## src/rtl/hap_pkg.sv

```systemverilog
package hap_pkg;
    localparam int PORT_W = 8;

    typedef enum logic [1:0] {
        MODE_SINGLE = 2'b00,
        MODE_EXPAND = 2'b01,
        MODE_BOOT   = 2'b10,
        MODE_TEST   = 2'b11
    } port_mode_e;

    typedef struct packed {
        logic [PORT_W-1:0] oe;
        logic [PORT_W-1:0] val;
    } pin_drive_t;

    // Address-bus role is selected by the low mode bit.
    function automatic logic is_addr_mode(port_mode_e m);
        return m[0];
    endfunction
endpackage

```

## src/rtl/hap_mode_latch.sv

```systemverilog
module hap_mode_latch
    import hap_pkg::*;
(
    input  logic       clk,
    input  logic       rst,
    input  port_mode_e mode_i,
    output port_mode_e mode_q
);
    always_ff @(posedge clk) begin
        if (rst) mode_q <= mode_i;
    end

    // captured mode never moves while out of reset
    p_mode_hold_r8: assert property (@(posedge clk) disable iff (rst)
        $past(!rst) |-> $stable(mode_q));
endmodule

```

## src/rtl/hap_regs.sv

```systemverilog
module hap_regs
    import hap_pkg::*;
#(
    parameter int ADDR_W   = 4,
    parameter int DATA_OFS = 4,
    parameter int DIR_OFS  = 6
) (
    input  logic              clk,
    input  logic              rst,
    input  logic              we,
    input  logic [ADDR_W-1:0] addr,
    input  logic [PORT_W-1:0] wdata,
    output logic [PORT_W-1:0] data_q,
    output logic [PORT_W-1:0] dir_q
);
    localparam logic [ADDR_W-1:0] DATA_A = ADDR_W'(DATA_OFS);
    localparam logic [ADDR_W-1:0] DIR_A  = ADDR_W'(DIR_OFS);

    always_ff @(posedge clk) begin
        if (rst) begin
            data_q <= '0;
            dir_q  <= '0;
        end else if (we) begin
            if (addr == DATA_A) data_q <= wdata;
            if (addr == DIR_A)  dir_q  <= wdata;
        end
    end

    // writes land regardless of mode
    p_dir_write_r7: assert property (@(posedge clk) disable iff (rst)
        (we && addr == DIR_A) |=> dir_q == $past(wdata));
    p_data_write_r7: assert property (@(posedge clk) disable iff (rst)
        (we && addr == DATA_A) |=> data_q == $past(wdata));
    // writes elsewhere leave both registers alone
    p_other_write_r1: assert property (@(posedge clk) disable iff (rst)
        (we && addr != DIR_A && addr != DATA_A) |=> ($stable(dir_q) && $stable(data_q)));
endmodule

```

## src/rtl/hap_sync.sv

```systemverilog
module hap_sync
    import hap_pkg::*;
#(
    parameter int STAGES = 2
) (
    input  logic              clk,
    input  logic              rst,
    input  logic [PORT_W-1:0] d,
    output logic [PORT_W-1:0] q
);
    logic [PORT_W-1:0] stage [STAGES];

    always_ff @(posedge clk) begin
        if (rst) stage[0] <= '0;
        else     stage[0] <= d;
    end

    for (genvar i = 1; i < STAGES; i++) begin : g_chain
        always_ff @(posedge clk) begin
            if (rst) stage[i] <= '0;
            else     stage[i] <= stage[i-1];
        end
    end

    assign q = stage[STAGES-1];

    if (STAGES == 2) begin : g_chk
        // two-edge latency from pin to readback
        p_sync_latency_r5: assert property (@(posedge clk)
            disable iff (rst || $past(rst) || $past(rst, 2))
            q == $past(d, 2));
    end
endmodule

```

## src/rtl/hap_mux.sv

```systemverilog
module hap_mux
    import hap_pkg::*;
#(
    parameter int ADDR_W   = 4,
    parameter int DATA_OFS = 4,
    parameter int DIR_OFS  = 6
) (
    input  port_mode_e        mode,
    input  logic [PORT_W-1:0] data_q,
    input  logic [PORT_W-1:0] dir_q,
    input  logic [PORT_W-1:0] hi_addr,
    input  logic [PORT_W-1:0] pins_sync,
    input  logic [ADDR_W-1:0] addr,
    output pin_drive_t        drive,
    output logic [PORT_W-1:0] rdata
);
    localparam logic [ADDR_W-1:0] DATA_A = ADDR_W'(DATA_OFS);
    localparam logic [ADDR_W-1:0] DIR_A  = ADDR_W'(DIR_OFS);

    logic addr_role;
    logic [PORT_W-1:0] data_view;

    always_comb begin
        addr_role = is_addr_mode(mode);
        if (addr_role) begin
            drive.oe  = '1;
            drive.val = hi_addr;
        end else begin
            drive.oe  = dir_q;
            drive.val = data_q;
        end
        data_view = (drive.oe & drive.val) | (~drive.oe & pins_sync);
        if (addr == DATA_A)     rdata = data_view;
        else if (addr == DIR_A) rdata = dir_q;
        else                    rdata = '0;
    end
endmodule

```

## src/rtl/hap_port_top.sv

```systemverilog
module hap_port_top
    import hap_pkg::*;
#(
    parameter int ADDR_W      = 4,
    parameter int DATA_OFS    = 4,
    parameter int DIR_OFS     = 6,
    parameter int SYNC_STAGES = 2
) (
    input  logic              clk,
    input  logic              rst,
    input  logic [1:0]        mode_i,
    input  logic [ADDR_W-1:0] bus_addr,
    input  logic              bus_we,
    input  logic [7:0]        bus_wdata,
    output logic [7:0]        bus_rdata,
    input  logic [7:0]        hi_addr_i,
    input  logic [7:0]        pin_in,
    output logic [7:0]        pin_oe,
    output logic [7:0]        pin_out
);
    localparam logic [ADDR_W-1:0] DATA_A = ADDR_W'(DATA_OFS);

    port_mode_e        mode_q;
    logic [PORT_W-1:0] data_q, dir_q, pins_sync;
    pin_drive_t        drive;

    hap_mode_latch u_mode (
        .clk(clk), .rst(rst), .mode_i(port_mode_e'(mode_i)), .mode_q(mode_q)
    );

    hap_regs #(.ADDR_W(ADDR_W), .DATA_OFS(DATA_OFS), .DIR_OFS(DIR_OFS)) u_regs (
        .clk(clk), .rst(rst), .we(bus_we), .addr(bus_addr), .wdata(bus_wdata),
        .data_q(data_q), .dir_q(dir_q)
    );

    hap_sync #(.STAGES(SYNC_STAGES)) u_sync (
        .clk(clk), .rst(rst), .d(pin_in), .q(pins_sync)
    );

    hap_mux #(.ADDR_W(ADDR_W), .DATA_OFS(DATA_OFS), .DIR_OFS(DIR_OFS)) u_mux (
        .mode(mode_q), .data_q(data_q), .dir_q(dir_q), .hi_addr(hi_addr_i),
        .pins_sync(pins_sync), .addr(bus_addr), .drive(drive), .rdata(bus_rdata)
    );

    assign pin_oe  = drive.oe;
    assign pin_out = drive.val;

    // address role drives every pin with the address byte
    p_addr_drive_r6: assert property (@(posedge clk) disable iff (rst)
        mode_q[0] |-> (pin_oe == 8'hFF && pin_out == hi_addr_i));
    // data readback in address role mirrors the address byte
    p_addr_read_r9: assert property (@(posedge clk) disable iff (rst)
        (mode_q[0] && bus_addr == DATA_A) |-> bus_rdata == hi_addr_i);
    // general role enables only the directed pins
    p_gp_oe_r3: assert property (@(posedge clk) disable iff (rst)
        !mode_q[0] |-> pin_oe == dir_q);
endmodule

```

## config.mk

```make
export PLATFORM = sky130hd
export DESIGN_NAME = hap_port_top
export DESIGN_NICKNAME = d
export VERILOG_FILES = /design/src/rtl/hap_pkg.sv /design/src/rtl/hap_mode_latch.sv /design/src/rtl/hap_regs.sv /design/src/rtl/hap_sync.sv /design/src/rtl/hap_mux.sv /design/src/rtl/hap_port_top.sv
export SDC_FILE = /design/constraint.sdc
export NUM_CORES = 1
export LEC_CHECK = 0
export BUFFER_PORTS_ARGS = -buffer_cell sky130_fd_sc_hd__buf_2
export CAP_MARGIN = 20
export CORE_ASPECT_RATIO = 0.7
export CORE_UTILIZATION = 43
export DETAILED_ROUTE_END_ITERATION = 10
export PLACE_DENSITY = 0.7
export SETUP_SLACK_MARGIN = 0.2
export SLEW_MARGIN = 20
export SYNTH_ARGS = -nofsm -noshare
export SYNTH_HDL_FRONTEND = slang
export SYNTH_SLANG_ARGS = --single-unit
```

## constraint.sdc

```tcl
create_clock -name clk -period 2.65 [get_ports clk]
set_input_delay 0.53 -clock clk [delete_from_list [all_inputs] [get_ports clk]]
set_output_delay 0.53 -clock clk [all_outputs]
set_load 0.1 [all_outputs]
```

Word level (Yosys, flattened, before mapping)
Memory sizes are Yosys's and may differ from the RTL's.
Cells that the tools add are included.

word-level totals
  register bits = 17
  bits in writable memories = 16
  output and inout bits = 24
  word-level logic and storage cells = 22
  memories kept = 1

memory list
  memory        words  bits a word  read ports  clocked after Yosys merged registers in  write ports  line            RTL
  u_sync.stage  2      8            2           0                                        2            hap_sync.sv:11  logic [PORT_W-1:0] stage [STAGES];

operators by class
  equality and inequality tests = 2
  multiplexer cells = 8
  bitwise operators = 6
  reductions and logical operators = 2

operator list
  operator                                             count
  2-to-1 mux 8 bit                                     4
  AND 8 bit                                            2
  2-to-1 mux 16 bit                                    1
  equality test 4 x 3 -> 1 bit, second input constant  2
  NOT 8 bit                                            1
  OR 8 bit                                             1
  AND reduction 2 bit                                  2
  2-to-1 mux 1 bit                                     3
  OR 1 bit                                             2

Depth between registers and ports, before layout
  word-level depth = 5
  depth in mapped cells = 4
  mapped depth without buffers = 3

Modules after synthesis
Synthesis repeated with hierarchy kept, for this count alone.

second synthesis, totals
  cells, all modules = 157
  area, all modules = 1,649.1 µm²

modules (own cells, without submodules)
  module          times used  cells each  area an instance (µm²)
  hap_regs        1           66          700.7
  hap_sync        1           33          464.2
  hap_mux         1           56          424.2
  hap_mode_latch  1           2           60.1

Least setup slack after synthesis
Ideal clock, no wire load.

  kind = input to output
  start point = in bus_addr[1]
  end point = out bus_rdata[5]
  arrival time = 1.493 ns
  path slack = 0.627 ns
  stages = 4
  path buffers = 2
  cells stage by stage = buf_4 -> buf_2 -> nor2_1 -> o221a_2

between the ends
  longest elaborated chain between the ends = 3
  elaborated cells on any way between the ends = 4
  classes of those cells = eq/ne (2); mux (2)

RTL lines
  what                          line                RTL
  start, declared               hap_port_top.sv:12  input logic [ADDR_W-1:0] bus_addr,
  equality test 4 x 3 -> 1 bit  hap_mux.sv:34       else if (addr == DIR_A) rdata = dir_q;
  2-to-1 mux 8 bit              hap_mux.sv:34
  2-to-1 mux 8 bit (*)          hap_mux.sv:33       if (addr == DATA_A) rdata = data_view;
  end, declared                 hap_port_top.sv:15  output logic [7:0] bus_rdata,

Every way passes the cells marked *; elsewhere a longest branch is shown, timed or not.

Worst setup path in the final report
  start point = reg u_mode.mode_q[0]
  end point = out bus_rdata[7]

between the ends
  longest elaborated chain between the ends = 5
  elaborated cells on any way between the ends = 6
  classes of those cells = mux (2); bitwise (4)

RTL lines
  what                    line                  RTL
  start, declared         hap_mode_latch.sv:7   output port_mode_e mode_q
  start signal, assigned  hap_mode_latch.sv:10  if (rst) mode_q <= mode_i;
  2-to-1 mux 16 bit (*)   hap_mux.sv:25         if (addr_role) begin
  NOT 8 bit               hap_mux.sv:32         data_view = (drive.oe & drive.val) | (~drive.oe & pins_sync);
  AND 8 bit               hap_mux.sv:32
  OR 8 bit (*)            hap_mux.sv:32
  2-to-1 mux 8 bit (*)    hap_mux.sv:33

Marks and branches as above.

==> flow_metrics.py <==
metrics = {
    "setup_path": {
        "r2r_cells": 2,
        "cp-end-kind": "primary output",
        "worstSetupStartpointType": "flop",
        "cp.arrival_ns": 1.67,
        "critPathKind": "reg2out",
        "path_cells": "buf_4, nor3b_1, a21oi_1, o221a_2, buf_12",
        "cp.required_ns": 2.12,
        "slowest_stage": "edfxtp_1",
        "rrSetupSlack_ns": 2.01,
        "critPathMaxStageDelay_ns": 0.35,
        "rr_endpoint": "u_regs.dir_q[1]$_SDFFE_PP0P_",
        "path_buf_inv": 2,
        "cp_max_fo": 40,
        "crit_family": "buffers and inverters",
        "worstReg2RegStart": "u_regs.dir_q[1]$_SDFFE_PP0P_",
    },
    "synthesis": {
        "yosysTopAreaCellShare_pct": 39.0,
        "synthTopCellsByArea": "dfxtp_1, mux2i_1, nand2b_1",
        "async_flop_share_pct": 0,
        "ys_ff_latch": 33,
        "synth_edf_count": 1,
        "syn_inst": 171,
        "syn_area_per_cell_um2": 9.60,
        "synth-seq-area-share_pct": 40.9,
        "synth_nets": 204,
        "yosysTopAreaCell": "dfxtp_1",
        "syn_area_um2": 1640,
        "ys_top_cells_by_count": "dfxtp_1, nand2b_1, mux2i_1, nor2_1, nor2b_1",
        "ys_types": 21,
        "synth_warnings": 0,
        "yosysMostFrequentCell": "dfxtp_1",
        "ys_dominant_reg_cell": "dfxtp_1",
    },
    "grt": {
        "first_global_vias": 1132,
        "grt_max_degree": 42,
        "grt_pass1_wl_mm": 5.02,
        "antenna_found_initial": 0,
        "grtUsageTotal_pct": 17.4,
        "grt-ovfl-total": 0,
    },
    "cells_and_area": {
        "diodes": 0,
        "syn2layout_area_growth_pct": 31.5,
        "drive_gt1_share_pct": 41.7,
        "register_area_um2": 671,
        "multi_input_area_um2": 868,
        "fin_nets": 255,
        "fillCellCount": 312,
        "fin_cells": 273,
        "final_core_utilization_pct": 60.3,
    },
    "clock_tree": {
        "cts_sinks": 33,
        "root_buffer": "clkbuf_8",
        "postCtsSetupBuffers": 0,
        "cts_resized": 0,
        "cts_buffers": 5,
        "htreeDepth": 2,
        "hold_buffers": 0,
        "cts_tree": "yes",
        "clkLatencyLatePin_ns": 0.28,
        "clk_pin_slew_ns": 0.06,
        "max-clock-path-buffers": 2,
    },
    "timing": {
        "holdWs_ns": 0.425,
        "timing.fmax_mhz": 455,
        "setup_tns_ns": 0,
        "relSlewSlack_pct": 61.1,
        "setup_viol": 0,
        "finalHoldViolations": 0,
        "worst_pin_slew_ns": 0.583,
        "fin_skew_ns": 0.000479,
        "min_period_ns": 2.20,
        "period_share_pct": 83.0,
        "drv_slew": 0,
        "rsz0062_at_grt": "no",
    },
    "hold_path": {
        "min_to": "u_mode.mode_q[0]$_DFFE_PP_",
        "hp-start": "mode_i[0]",
        "hp-class": "in2reg",
        "holdPathStages": 1,
    },
    "route": {
        "wl_per_cell_um": 11.9,
        "antenna_left": 0,
        "wl_mm": 3.26,
        "viasPerCell": 4.73,
        "vias": 1290,
        "route.detailed.drc": 0,
        "dr.first_iter.drc_count": 26,
        "first_pass_iters": 4,
    },
    "pwr": {
        "p_leak_nw": 0.998,
        "power.density_nw_per_um2": 608,
        "ir_drop_uv": 332,
    },
    "flow_run": {
        "cap_violations": 0,
    },
    "placed_design": {
        "dpl.hpwl_mm": 2.21,
        "place_inst": 265,
        "portBuffers": 55,
        "globalplace.congestion": 0.699,
    },
    "floorplan": {
        "ios": 57,
        "die_w_um": 75.9,
        "core_area_um2": 3580,
        "num_rows": 18,
        "initial_core_util_pct": 45.8,
        "die_y_um": 53.7,
        "dieArea_um2": 4070,
    },
    "status": {
        "status": "finished, final reports clean",
    },
}
==> where the power goes <==
part	leakage [nW]	internal, W	switching [W]
clock	0.0585	0.000306	0.000179
combinational	0.668	0.0000836	0.000224
sequential	0.271	0.000514	0.00000519
total	0.998	0.000904	0.000408
==> metal layers <==
layer,up-vias,part of all wire (%),GRT usage (%)
li1,667,-,-
met1,582,51,21.4
met4,0,1.4,8.33
met2,36,42,28.6
met3,5,5.2,4.68
met5,-,0,0
==> layout make-up <==
class                      count  share of cell area (%)
clock inverter                 1                    1.39
timing repair buffer          57                    19.0
inverter                       8                    1.39
sequential                    33                    31.1
clock buffer                   7                    4.00
multi-input combinational    117                    40.2
tap                           50                    2.90
==> cell families after synthesis <==
family	synth area share, %
AO/OA/AOI/OAI	7.93
buffers and inverters	6.25
flip-flops	40.9
multiplexers	15.2
AND/OR/NAND/NOR	29.7
==> metrics by stage <==
step,cell area (um2),power [W],setup WS [ns]
2_1_floorplan,1640,0.000779,0.627
3_3_place_gp,2040,0.000837,0.660
3_5_place_dp,2040,0.000839,0.646
4_1_cts,2160,0.00132,0.424
5_1_grt,2160,0.00136,0.347
6_report,2160,0.00131,0.451
==> flip-flops by register name, indices dropped and copies added (netlist names) <==
signal and flops:
u_regs.dir_q 8, u_mode.mode_q 1, u_sync.stage 16, u_regs.data_q 8
==> placed cells by master (no fill, tap or decap) <==
master	n
inv_1	8
nor2b_1	16
o221a_2	8
buf_2	47
nand2b_1	24
and3_2	1
buf_4	2
edfxtp_1	1
clkbuf_1	1
or2_2	8
clkbuf_8	6
mux2i_1	16
nor2_1	16
buf_12	8
nand3_4	1
bufinv_16	1
and3b_2	1
nand3b_4	1
mux2_2	8
dfxtp_1	32
nor3b_1	8
nor3b_2	1
a21oi_1	8
==> how the worst max path moves through the flow <==
stage                                    start            to  slack (ns)  cells past startpoint
floorplan                          bus_addr[1]  bus_rdata[5]        0.63                      4
global placement                   bus_addr[1]  bus_rdata[3]        0.66                      4
detailed placement                 bus_addr[3]  bus_rdata[2]        0.65                      5
CTS                 u_mode.mode_q[0]$_DFFE_PP_  bus_rdata[7]        0.42                      5
global route        u_mode.mode_q[0]$_DFFE_PP_  bus_rdata[7]        0.35                      5
finish              u_mode.mode_q[0]$_DFFE_PP_  bus_rdata[7]        0.45                      5
(Power assumes the default switching activity.)
